## src/rtl/tot_pkg.sv

```systemverilog
package tot_pkg;
  typedef enum logic {
    EDGE_TRAIL = 1'b0,
    EDGE_LEAD  = 1'b1
  } edge_e;
endpackage

```

## src/rtl/tot_sync2.sv

```systemverilog
module tot_sync2 #(
  parameter int W = 8
) (
  input  logic         clk,
  input  logic         rst,
  input  logic [W-1:0] d,
  output logic [W-1:0] q
);
  logic [W-1:0] stage1;

  always_ff @(posedge clk) begin
    if (rst) begin
      stage1 <= '0;
      q      <= '0;
    end else begin
      stage1 <= d;
      q      <= stage1;
    end
  end
endmodule

```

## src/rtl/tot_scan.sv

```systemverilog
module tot_scan
  import tot_pkg::*;
#(
  parameter int NCH    = 8,
  parameter int TS_W   = 13,
  parameter int CH_W   = $clog2(NCH),
  parameter int WORD_W = CH_W + 1 + TS_W
) (
  input  logic              clk,
  input  logic              rst,
  input  logic [NCH-1:0]    lo_s,
  input  logic [NCH-1:0]    hi_s,
  output logic              out_v,
  output logic [WORD_W-1:0] out_word
);
  localparam logic [CH_W-1:0] LAST = CH_W'(NCH - 1);

  logic [CH_W-1:0] slot;
  logic [TS_W-1:0] ts;
  logic [NCH-1:0]  prev_lo;
  logic [NCH-1:0]  dom;
  logic [NCH-1:0]  pend;
  logic [NCH-1:0]  wrote;
  logic [TS_W-1:0] pend_ts [NCH];
  logic [NCH-1:0]  src;
  logic [NCH-1:0]  en;

  // hit source: live high comparator or an open domain
  assign src = hi_s | dom;

  for (genvar c = 0; c < NCH; c++) begin : g_en
    if (NCH == 1) begin : g_single
      assign en[c] = src[c];
    end else if (c == 0) begin : g_first
      assign en[c] = src[c] | src[c+1];
    end else if (c == NCH - 1) begin : g_last
      assign en[c] = src[c] | src[c-1];
    end else begin : g_mid
      assign en[c] = src[c] | src[c-1] | src[c+1];
    end
  end

  logic lo_c, en_c, rise, fall, release_c;
  logic emit;
  logic [WORD_W-1:0] word_n;

  always_comb begin
    lo_c      = lo_s[slot];
    en_c      = en[slot];
    rise      = lo_c && !prev_lo[slot];
    fall      = !lo_c && prev_lo[slot];
    release_c = lo_c && prev_lo[slot] && pend[slot] && en_c;
    emit      = 1'b0;
    word_n    = {slot, EDGE_TRAIL, ts};
    if (rise && en_c) begin
      emit   = 1'b1;
      word_n = {slot, EDGE_LEAD, ts};
    end else if (fall && wrote[slot]) begin
      emit   = 1'b1;
      word_n = {slot, EDGE_TRAIL, ts};
    end else if (release_c) begin
      emit   = 1'b1;
      word_n = {slot, EDGE_LEAD, pend_ts[slot]};
    end
  end

  always_ff @(posedge clk) begin
    if (rst) begin
      slot     <= '0;
      ts       <= '0;
      prev_lo  <= '0;
      dom      <= '0;
      pend     <= '0;
      wrote    <= '0;
      out_v    <= 1'b0;
      out_word <= '0;
      for (int i = 0; i < NCH; i++) pend_ts[i] <= '0;
    end else begin
      slot <= (slot == LAST) ? '0 : slot + 1'b1;
      if (slot == LAST) ts <= ts + 1'b1;
      dom           <= hi_s | (dom & lo_s);
      prev_lo[slot] <= lo_c;
      if (rise) begin
        if (en_c) begin
          wrote[slot] <= 1'b1;
        end else begin
          pend[slot]    <= 1'b1;
          pend_ts[slot] <= ts;
        end
      end else if (fall) begin
        wrote[slot] <= 1'b0;
        pend[slot]  <= 1'b0;
      end else if (release_c) begin
        pend[slot]  <= 1'b0;
        wrote[slot] <= 1'b1;
      end
      out_v    <= emit;
      out_word <= word_n;
    end
  end

  assert_slot_step_R2: assert property (@(posedge clk) disable iff (rst)
    (slot != LAST) |=> (slot == $past(slot) + 1'b1));
  assert_tick_advance_R2: assert property (@(posedge clk) disable iff (rst)
    (slot == LAST) |=> (ts == $past(ts) + 1'b1) && (slot == '0));
  assert_word_channel_R3: assert property (@(posedge clk) disable iff (rst)
    out_v |-> (out_word[WORD_W-1 -: CH_W] == $past(slot)));
  assert_lead_enabled_R6: assert property (@(posedge clk) disable iff (rst)
    (out_v && out_word[TS_W] == EDGE_LEAD) |-> $past(en_c));
  assert_trail_low_R8: assert property (@(posedge clk) disable iff (rst)
    (out_v && out_word[TS_W] == EDGE_TRAIL) |-> !$past(lo_c));
endmodule

```

## src/rtl/tot_fifo.sv

```systemverilog
module tot_fifo #(
  parameter int W     = 17,
  parameter int DEPTH = 16,
  parameter int AW    = $clog2(DEPTH)
) (
  input  logic         clk,
  input  logic         rst,
  input  logic         push,
  input  logic [W-1:0] push_data,
  input  logic         ovf_clr,
  output logic         rd_valid,
  input  logic         rd_ready,
  output logic [W-1:0] rd_data,
  output logic         overflow
);
  logic [W-1:0] mem [DEPTH];
  logic [AW-1:0] wr_ptr, rd_ptr;
  logic [AW:0]   count;
  logic pop, accept, drop;

  assign rd_valid = (count != '0);
  assign rd_data  = mem[rd_ptr];
  assign pop      = rd_valid && rd_ready;
  assign accept   = push && ((count != (AW+1)'(DEPTH)) || pop);
  assign drop     = push && !accept;

  function automatic logic [AW-1:0] nxt(input logic [AW-1:0] p);
    return (p == AW'(DEPTH - 1)) ? '0 : p + 1'b1;
  endfunction

  always_ff @(posedge clk) begin
    if (rst) begin
      wr_ptr   <= '0;
      rd_ptr   <= '0;
      count    <= '0;
      overflow <= 1'b0;
    end else begin
      if (accept) begin
        mem[wr_ptr] <= push_data;
        wr_ptr      <= nxt(wr_ptr);
      end
      if (pop) rd_ptr <= nxt(rd_ptr);
      count <= count + (AW+1)'(accept) - (AW+1)'(pop);
      if (ovf_clr)   overflow <= 1'b0;
      else if (drop) overflow <= 1'b1;
    end
  end

  assert_hold_R9: assert property (@(posedge clk) disable iff (rst)
    (rd_valid && !rd_ready) |=> (rd_valid && $stable(rd_data)));
  assert_drop_flag_R10: assert property (@(posedge clk) disable iff (rst)
    (push && !pop && count == (AW+1)'(DEPTH) && !ovf_clr) |=> overflow);
  assert_count_bound_R10: assert property (@(posedge clk) disable iff (rst)
    count <= (AW+1)'(DEPTH));
  assert_clear_R10: assert property (@(posedge clk) disable iff (rst)
    ovf_clr |=> !overflow);
endmodule

```

## src/rtl/tot_edge_encoder.sv

```systemverilog
module tot_edge_encoder #(
  parameter int NCH        = 8,
  parameter int TS_W       = 13,
  parameter int FIFO_DEPTH = 16,
  localparam int CH_W      = $clog2(NCH),
  localparam int WORD_W    = CH_W + 1 + TS_W
) (
  input  logic              clk,
  input  logic              rst,
  input  logic [NCH-1:0]    lo_cmp,
  input  logic [NCH-1:0]    hi_cmp,
  input  logic              ovf_clr,
  output logic              rd_valid,
  input  logic              rd_ready,
  output logic [WORD_W-1:0] rd_data,
  output logic              overflow
);
  logic [2*NCH-1:0] cmp_s;
  logic             scan_v;
  logic [WORD_W-1:0] scan_word;

  tot_sync2 #(.W(2*NCH)) u_sync (
    .clk (clk),
    .rst (rst),
    .d   ({hi_cmp, lo_cmp}),
    .q   (cmp_s)
  );

  tot_scan #(.NCH(NCH), .TS_W(TS_W), .CH_W(CH_W), .WORD_W(WORD_W)) u_scan (
    .clk      (clk),
    .rst      (rst),
    .lo_s     (cmp_s[NCH-1:0]),
    .hi_s     (cmp_s[2*NCH-1:NCH]),
    .out_v    (scan_v),
    .out_word (scan_word)
  );

  tot_fifo #(.W(WORD_W), .DEPTH(FIFO_DEPTH)) u_fifo (
    .clk       (clk),
    .rst       (rst),
    .push      (scan_v),
    .push_data (scan_word),
    .ovf_clr   (ovf_clr),
    .rd_valid  (rd_valid),
    .rd_ready  (rd_ready),
    .rd_data   (rd_data),
    .overflow  (overflow)
  );
endmodule

```

## config.mk

```make
export PLATFORM = sky130hd
export DESIGN_NAME = tot_edge_encoder
export DESIGN_NICKNAME = d
export VERILOG_FILES = /design/src/rtl/tot_pkg.sv /design/src/rtl/tot_sync2.sv /design/src/rtl/tot_scan.sv /design/src/rtl/tot_fifo.sv /design/src/rtl/tot_edge_encoder.sv
export SDC_FILE = /design/constraint.sdc
export NUM_CORES = 1
export LEC_CHECK = 0
export ABC_AREA = 1
export BUFFER_PORTS_ARGS = -buffer_cell sky130_fd_sc_hd__buf_2
export CAP_MARGIN = 20
export CELL_PAD_IN_SITES_DETAIL_PLACEMENT = 0
export CELL_PAD_IN_SITES_GLOBAL_PLACEMENT = 1
export CORE_UTILIZATION = 46
export DETAILED_ROUTE_END_ITERATION = 8
export GPL_TIMING_DRIVEN = 0
export PLACE_DENSITY = 0.82
export REMOVE_ABC_BUFFERS = 1
export SLEW_MARGIN = 20
export SYNTH_ARGS = -nofsm -noshare
export SYNTH_HDL_FRONTEND = slang
export SYNTH_SLANG_ARGS = --single-unit
export TNS_END_PERCENT = 10
```

## constraint.sdc

```tcl
create_clock -name clk -period 2.88 [get_ports clk]
set_input_delay 0.144 -clock clk [delete_from_list [all_inputs] [get_ports clk]]
set_output_delay 0.144 -clock clk [all_outputs]
set_load 0.1 [all_outputs]
```

Word level (Yosys, flattened, before mapping)
Memory sizes are Yosys's and may differ from the RTL's. A register that Yosys moved wholly into a read port is not among the register bits.
Cells that the tools add are included.
{"block": "totals", "ff_bits": 112, "latchBits": 0, "mem_bits_rw": 376, "rom_bits": 0, "output_inout_bits": 19, "n_memories": 2}
{"block": "op_classes", "addsub": 6, "multipliers": 0, "div_mod_pow": 0, "order_cmp": 2, "n_eq_ne": 6, "shift": 0, "n_mux": 44, "bitwise_logic": 21, "reduce_logical": 22}
{"name": "u_fifo.mem", "depth": 16, "width": 17, "rd": 1, "rd_clocked_by_memory_dff": 1, "write_ports": 1, "line": "tot_fifo.sv:16", "source": "logic [W-1:0] mem [DEPTH];"}
{"name": "u_scan.pend_ts", "depth": 8, "width": 13, "rd": 1, "rd_clocked_by_memory_dff": 1, "write_ports": 8, "line": "tot_scan.sv:24", "source": "logic [TS_W-1:0] pend_ts [NCH];"}
{"cell": "$mux W8", "count": 8}
{"cell": "$mux W14", "count": 3}
{"cell": "$or A8 B8 Y8", "count": 4}
{"cell": "$and A8 B8 Y8", "count": 3}
{"cell": "$mux W1", "count": 19}
{"cell": "$mux W4", "count": 4}
{"cell": "$bmux W1 S3", "count": 5}
{"cell": "$add A13 B1 Y13 const B", "count": 1}
{"cell": "$mux W13", "count": 1}
{"cell": "$or A1 B1 Y1", "count": 13}
{"cell": "$reduce_or A13 Y1", "count": 1}
{"cell": "$logic_and A1 B1 Y1", "count": 11}
{"cell": "$add A4 B1 Y4 const B", "count": 2}
{"cell": "$bwmux W8", "count": 1}
{"cell": "$eq A4 B4 Y1 const B", "count": 2}
{"cell": "$not A8 Y8", "count": 1}
{"cell": "$mux W3", "count": 2}
{"cell": "$add A5 B1 Y5", "count": 1}
{"cell": "$ne A5 B5 Y1 const B", "count": 1}
{"cell": "$reduce_bool A5 Y1", "count": 1}
{"cell": "$sub A5 B1 Y5", "count": 1}
{"cell": "$lt A3 B4 Y1 const B", "count": 1}
{"cell": "$reduce_and A2 Y1", "count": 2}
{"cell": "$reduce_or A2 Y1", "count": 2}
{"cell": "other kinds (9)", "count": 11}

Depth between registers and ports, before layout
Gate-level depths: netlist (run 1).
{"block": "depth", "depth_word": 11, "depth_mapped": 15}

Cells and area by module
Synthesis (run 1) repeated with hierarchy kept, for this count alone.
{"block": "hier_totals", "hier_cells": 2218, "hier_area_um2": 21107.7}
{"mod": "tot_fifo", "instances": 1, "cells_per_inst": 1242, "area_each_um2": 12605.8, "seq_area_each_um2": 8528.2}
{"mod": "tot_scan", "instances": 1, "cells_per_inst": 877, "area_each_um2": 7587.3, "seq_area_each_um2": 4444.3}
{"mod": "tot_sync2", "instances": 1, "cells_per_inst": 99, "area_each_um2": 914.6, "seq_area_each_um2": 640.6}

Least setup slack after synthesis (run 1)
Ideal clock, no wire load.
{"block": "synth_timing", "kind": "reg-to-reg", "startpoint": "reg u_fifo.count[3]", "endpoint": "reg u_fifo.count[4]", "setup_ns": 0.070, "arrival_ns": 3.368, "setup_slack_ns": -0.558, "path_stages_with_launch": 15, "path_buffers": 0, "period_less_slack_ns": 3.438, "path_cell_list": "dfxtp_1 -> inv_1 -> ha_1 -> nand4_1 -> nand2_1 -> inv_1 -> ha_1 -> inv_1 -> ha_1 -> fa_1 -> nand2_1 -> a21oi_1 -> nor2_1 -> o21ai_0 -> a21oi_1"}
{"block": "synth_via", "elab_chain_len": 6, "elab_cells_between_ends": 7}
{"element": "from (decl)", "line": "tot_fifo.sv:18", "source": "logic [AW:0] count;"}
{"element": "from (signal assigned)", "line": "tot_fifo.sv:43", "source": "count <= count + (AW+1)'(accept) - (AW+1)'(pop);"}
{"element": "$reduce_bool A5 Y1 (*)", "line": "tot_fifo.sv:21", "source": "assign rd_valid = (count != '0);"}
{"element": "via rd_valid", "line": "tot_edge_encoder.sv:13", "source": "output logic rd_valid,"}
{"element": "$logic_and A1 B1 Y1 (*)", "line": "tot_fifo.sv:23", "source": "assign pop = rd_valid && rd_ready;"}
{"element": "$logic_or A1 B1 Y1", "line": "tot_fifo.sv:24", "source": "assign accept = push && ((count != (AW+1)'(DEPTH)) || pop);"}
{"element": "$logic_and A1 B1 Y1", "line": "tot_fifo.sv:24"}
{"element": "$add A5 B1 Y5", "line": "tot_fifo.sv:43"}
{"element": "$sub A5 B1 Y5 (*)", "line": "tot_fifo.sv:43"}
Mark *: on every way through the listed nets, which the timed path passes. The rest lies on a longest branch.
A chain may end at the register's enable or synchronous reset.

==> results of run 1 <==
[cell families (layout without fill, tap and decap cells)]
group	after synthesis	count (layout)	share of synthesized area, %
AOI/OAI and AO/OA	354	354	10.0
xor gates and xnor gates	4	4	0.175
adders and majority gates	15	15	0.973
buffers and inverters	278	357	5.77
DFF	492	492	67.9
muxes	68	68	3.39
and+or+nand+nor	549	549	11.8
[cells in the mapped netlist, types with 2 or more instances]
library cell    n
a22oi_1        17
o22ai_1         2
clkbuf_1       59
nor2_2         16
o21ai_0       123
buf_4           3
ha_1           14
a21oi_1       132
buf_2          16
dfxtp_1       116
mux2i_1        68
edfxtp_1      376
inv_1         168
inv_2           5
xnor2_1         2
o211ai_1       69
nand4_1        18
xor2_1          2
nand2_4        10
clkinv_1        9
nor3_1         16
nand2_2         2
nor2_1        216
a31oi_1         6
nand2_1       203
buf_6          11
a22o_1          2
buf_1           7
nand3_1        64
a221oi_1        2
[area by class of cell]
class,instances,area [sq um],area share [%]
multi-input cells,990,5520,24.0
repair buffers,85,876,3.80
flip-flops and latches,492,13600,59.2
inverters,182,699,3.04
well taps,585,732,3.18
clock inverters,8,70.1,0.304
clock buffers,82,1500,6.53
[registers in the layout, indices dropped and copies added, names as in the netlist, 5 cells and up, named ones only]
register and count:
u_fifo.mem 272, u_scan.pend_ts 104, u_scan.out_word 17, u_sync.q 16
u_sync.stage1 16, u_scan.ts 13, u_scan.dom 8, u_scan.prev_lo 8
u_fifo.count 5
[routing by layer]
metal | part of all wire (%) | routed length, um
met5 | 0 | 0
met4 | 2.2 | 946
met3 | 5.0 | 2170
met2 | 51 | 22100
met1 | 42 | 18200
[through the flow]
step / cells / setup WS [ns] / util (%) / hold WS (ns) / instance area [sq um]
finish: 2424 / 0.117 / 53.5 / 0.113 / 23000
CTS: 2422 / -0.00656 / 53.3 / 0.0967 / 22900
global placement: 2287 / -4.71 / 47.6 / 0.304 / 20500
floorplan: 1664 / -3.02 / - / 0.213 / 19600
detailed placement: 2311 / -1.15 / 48.8 / 0.315 / 21000
global route: 2424 / -0.0480 / 53.5 / 0.141 / 23000
[worst paths after layout]
path | to | slack [ns] | cells past startpoint
max | rd_data[16] | 0.12 | 6
min | u_fifo.count[1] | 0.11 | 2
max reg2reg | u_scan.pend_ts[6][0] | 0.16 | 13
min reg2reg | u_sync.q[9] | 0.40 | 2
[power breakdown]
part	total, uW	switching, uW	internal, uW
Combinational	3490	2450	1040
Clock	6180	2550	3630
Sequential	7960	196	7760
Total	17600	5200	12400
[critical path, delay by kind of cell, from the launching register on]
kind                   cells  cell delay, ns
AOI/OAI and AO/OA          2            0.41
buffers and inverters      3            0.87
DFF                        1            0.56
and+or+nand+nor            1            0.09
[timing repair]
item / in CTS / in global routing
gates resized for setup: 31 / 17
buffers inserted: 2 / 1
hold buffers: 19 / 0
setup endpoints to repair: 256 / 136
endpoints found under the hold margin: 19 / 0
==> results.md, run 1 <==
- Status: finished clean
- Worst path arrival time: 2.62 ns
- Fin. max-slew vios: 0
- Clock skew: 0.0254 ns
- Vias per cell: 5.24
- Critical Path, Cell by Cell: buf_12, inv_8, o211ai_1, o211ai_1, nand2_1, buf_2
- Critical-path top delay cell: dfxtp_4
- Worst-margin pin slew: 0.886 ns
- Final period util: 95.9%
- Worst Path Max Fanout: 68
- Seq/Total Area, Yosys: 67.9%
- Ys Warns: 0
- Most frequent cells in the layout: 376 x edfxtp_1, 197 x nor2_1, 195 x nand2_1
- HP Start: rst
- Clock buffer count from CTS: 49
- Cell mode on critical path: o211ai_1
- Endpoints failing setup: 0
- ANT cells: 0
- Synth Register Bits: 492
- Final count of hold timing violations: 0
- DP HPWL: 25.4 mm
- FF-to-FF Start: u_scan.slot[0]
- Max-cap violations: 0
- Vias in the first global route: 12,300
- DRT Pass-1 Iters: 7
- Synth Flop Type: edfxtp_1
- Crit-path max cell delay: 0.56 ns
- Worst skew pair latency: 0.59 ns
- Post-Syn Instances: 1,760
- Yosys top cell area share: 56.3%
- Overall power: 17,600 uW
- Worst hold path type: in2reg
- DRT antenna net count: 0
- Clock Sinks: 492
- Top cell type by total area after synthesis: edfxtp_1
- PwrDens: 765 mW/mm^2
- Synth unique cells: 36
- # fillers: 3,567
- GRT Max-Usage Layer: met2
- GRT met3 Usage: 3.02%
- Setup TNS: 0 ns
- RSZ-0062 raised after global routing: true
- Boundary Pins: 39
- Die Y: 211 um
- WL final: 43.4 mm
- Largest net degree at the start of global routing: 69
- Total grt overflow: 0
- Wire per inst: 17.9 um
- Async SR Flop Fraction: 0%
- Iteration-0 DRC Markers: 1,105
- DRC viols: 0
- Clock tree buffer depth: 3
- Final net count: 1,835
- Die ar.: 0.0444 sq mm
- Worst-path clk slew: 0.06 ns
- First-pass GRT wire length: 67.5 mm
- Via count: 12,700
- Top area cells in the synthesized netlist: edfxtp_1 56%, dfxtp_1 12%, nor2_1 4.0%, nand2_1 3.8%, mux2i_1 3.4%
- FP Rows: 76
- Max Freq: 362 MHz
- Crit Path Category: reg2out
- Maximum vdd drop: 0.490 mV
- Share of layout cells above drive strength 1: 11.5%
- Core area: 0.0431 sq mm
- Htree depth: 2
- Initial core utilization: 46.6%
- Port bufs: 38
- Routability cong.: 0.747
- Met1 Track Usage GR: 24.9%
- Setup crit start kind: flop
- Pleak: 0.00840 uW
- Slew headroom: 40.9%
- GRT Overall Usage: 19.9%
- CTS tree: done
- CP Capture Type: primary output
- Initial antenna violation count: 0
- DIE WIDTH: 211 um
- Number of synthesized flops with an enable pin: 376
- CP required: 2.74 ns
- Mean area per synthesized cell: 11.4 sq um
- Most common cell after layout, fill and taps aside: edfxtp_1
- P&R area growth vs syn: 14.8%
- Post-Syn Area: 0.0201 sq mm
- CTS root buf: clkbuf_16
- Final Critical Period: 2.76 ns
- Met2 Usage GRT: 35.1%
Power figures use the tool's default switching activity.
==> run 2, diff against run 1 <==
--- a/config.mk
+++ b/config.mk
@@ -13,6 +13,7 @@
 export CORE_UTILIZATION = 46
 export DETAILED_ROUTE_END_ITERATION = 8
 export GPL_TIMING_DRIVEN = 0
+export HOLD_SLACK_MARGIN = 0.12
 export PLACE_DENSITY = 0.82
 export REMOVE_ABC_BUFFERS = 1
 export SLEW_MARGIN = 20
==> run 2 against run 1 <==
Compared with the run above: core utilization rose by 0.26 points; clock power about the same; sequential share of layout area is 0.28 points lower; routed wire length up 0.49%; maximum frequency rose by 0.67%; clock skew up 0.0028 ns; via count is 0.65% higher; register-to-register slack barely moved; critical path type unchanged; largest cell class unchanged.
==> results.md, run 2 (synthesized netlist as in run 1, its figures left out) <==
- Clock buffer count from CTS: 49 (unchanged)
- Worst Hold Depth: 4 (+2)
- Vias in the first global route: 12,400 (+0.70%)
- Largest net degree at the start of global routing: 69 (unchanged)
- GRT Overall Usage: 19.9% (+0.085 points)
- Place WS: -1.15 ns (unchanged)
- Worst-path clk slew: 0.06 ns (about the same)
- Most common cell after layout, fill and taps aside: edfxtp_1
- Crit Path Category: reg2out
- Routability cong.: 0.747 (unchanged)
- DIE WIDTH: 211 um (unchanged)
- ANT cells: 0 (unchanged)
- R2R depth: 13 (unchanged)
- WL final: 43.7 mm (+0.49%)
- Vias per cell: 5.25 (+0.19%)
- Met2 Usage GRT: 35.4% (+0.26 points)
- Worst hold path type: in2reg
- Met1 Track Usage GR: 24.9% (+0.027 points)
- Largest reg by FF count: u_fifo.mem
- First-pass GRT wire length: 67.8 mm (+0.45%)
- R2r endpoint: u_scan.pend_ts[6][2]
- Clock tree buffer depth: 3 (unchanged)
- Boundary Pins: 39 (unchanged)
- Final net count: 1,846 (+0.60%)
- Fin cells: 2,435 (+0.45%)
- Status: finished clean
- Worst skew pair latency: 0.59 ns (about the same)
- CP required: 2.74 ns (about the same)
- DRT antenna net count: 0 (unchanged)
- Final count of hold timing violations: 0 (unchanged)
- Clock Sinks: 492 (unchanged)
- Die Y: 211 um (unchanged)
- Final core occ: 53.7% (+0.26 points)
- FF-to-FF Start: u_scan.slot[0]
- P&R area growth vs syn: 15.4%
- Max-cap violations: 0 (unchanged)
- Initial core utilization: 46.6% (unchanged)
- CP Capture Type: primary output
- Slew headroom: 41.4% (+0.57 points)
- Worst path arrival time: 2.60 ns (-0.02 ns)
- DP HPWL: 25.4 mm (unchanged)
- Most frequent cells in the layout: 376 x edfxtp_1, 197 x nor2_1, 195 x nand2_1
- Hold endpoint: u_sync.stage1[5]
- Htree depth: 2 (unchanged)
- RSZ-0062 raised after global routing: true
- Fin. max-slew vios: 0 (unchanged)
- DRC viols: 0 (unchanged)
- GRT Max-Usage Layer: met2
- Core area: 0.0431 sq mm (unchanged)
- Setup TNS: 0 ns (unchanged)
- CTS root buf: clkbuf_16
- CTS tree: done
- Final Critical Period: 2.74 ns (-0.0185 ns)
- Setup slack, reg-to-reg: 0.16 ns (about the same)
- Worst Path Max Fanout: 68 (unchanged)
- Pleak: 0.00846 uW (+0.71%)
- Die ar.: 0.0444 sq mm (unchanged)
- Wire per inst: 17.9 um (about the same)
- FP Rows: 76 (unchanged)
- Via count: 12,800 (+0.65%)
- Final period util: 95.3% (-0.64 points)
- Maximum vdd drop: 0.490 mV (about the same)
- Setup crit start kind: flop
- PwrDens: 762 mW/mm^2 (-0.43%)
- GRT met3 Usage: 3.02% (unchanged)
- Biggest regs: u_fifo.mem x272, u_scan.pend_ts x104, u_scan.out_word x17
- Worst-margin pin slew: 0.878 ns (-0.00847 ns)
- Hold slack: 0.322 ns (+0.209 ns)
- Share of layout cells above drive strength 1: 11.4% (-0.068 points)
- Iteration-0 DRC Markers: 1,105 (unchanged)
- Total grt overflow: 0 (unchanged)
- Endpoints failing setup: 0 (unchanged)
- Placed cell count: 2,311 (unchanged)
- HP Start: lo_cmp[5]
- Clock skew: 0.0282 ns (+0.00284 ns)
- Initial antenna violation count: 0 (unchanged)
- Port bufs: 38 (unchanged)
- DRT Pass-1 Iters: 5 (-2)
- Max reg flops: 272 (unchanged)
- Max Freq: 364 MHz (+0.67%)
- Setup ws final: 0.135 ns (+0.0185 ns)
[run 2: cell types whose count changed in the layout (fill, tap and decap cells not counted)]
cell,delta
dlygate4sd3_1,+11
[run 2: critical path, cell delays in order, from the launching register on]
cell	delay, ns
dfxtp_4	0.56
buf_12	0.26
inv_8	0.20
o211ai_1	0.24
o211ai_1	0.15
nand2_1	0.09
buf_2	0.42
[run 2: area by class of cell]
| class | instances | area [sq um] |
|---|---|---|
| fillers | 3562 | 19900 |
| flip-flops and latches | 492 | 13600 |
| multi-input cells | 990 | 5520 |
| clock buffers | 82 | 1500 |
| repair buffers | 96 | 986 |
| well taps | 585 | 732 |
| inverters | 182 | 699 |
| clock inverters | 8 | 70.1 |
[run 2: routing by layer]
metal | wire length, um | part of all wire [%]
met5 | 0 | 0
met1 | 18200 | 42
met2 | 22200 | 51
met4 | 1010 | 2.3
met3 | 2270 | 5.2
[run 2: worst max path at each step]
| stage | start | end | slack [ns] | cells after the start |
|---|---|---|---|---|
| after floorplan | flop | rd_data[16] | -3.02 | 4 |
| after global placement | flop | rd_data[3] | -4.71 | 5 |
| after detailed placement | u_scan.slot[0] | flop | -1.15 | 11 |
| after CTS | u_scan.slot[0] | flop | -0.007 | 13 |
| after global routing | u_scan.slot[0] | u_scan.pend_ts[6][8] | -0.05 | 13 |
| final | flop | rd_data[16] | 0.14 | 6 |
[run 2: repair_timing]
item / CTS / global route
setup buffers: 2 / 1
endpoints found under the setup margin: 256 / 136
hold buffers: 30 / 0
hold endpoints to repair: 43 / 0
gates resized for setup: 31 / 17
[run 2: where the power goes]
part | internal, uW | leakage [uW] | total, uW | switching (uW)
registers | 7760 | 0.00476 | 7960 | 196
logic | 1050 | 0.00293 | 3500 | 2450
clock network | 3630 | 0.000769 | 6180 | 2560
[run 2: per-stage QoR]
step / area (sq um) / power (uW)
floorplan: 19600 / 10800
global placement: 20500 / 11400
detailed placement: 21000 / 11400
CTS: 23000 / 17700
global route: 23100 / 18300
finish: 23100 / 17600
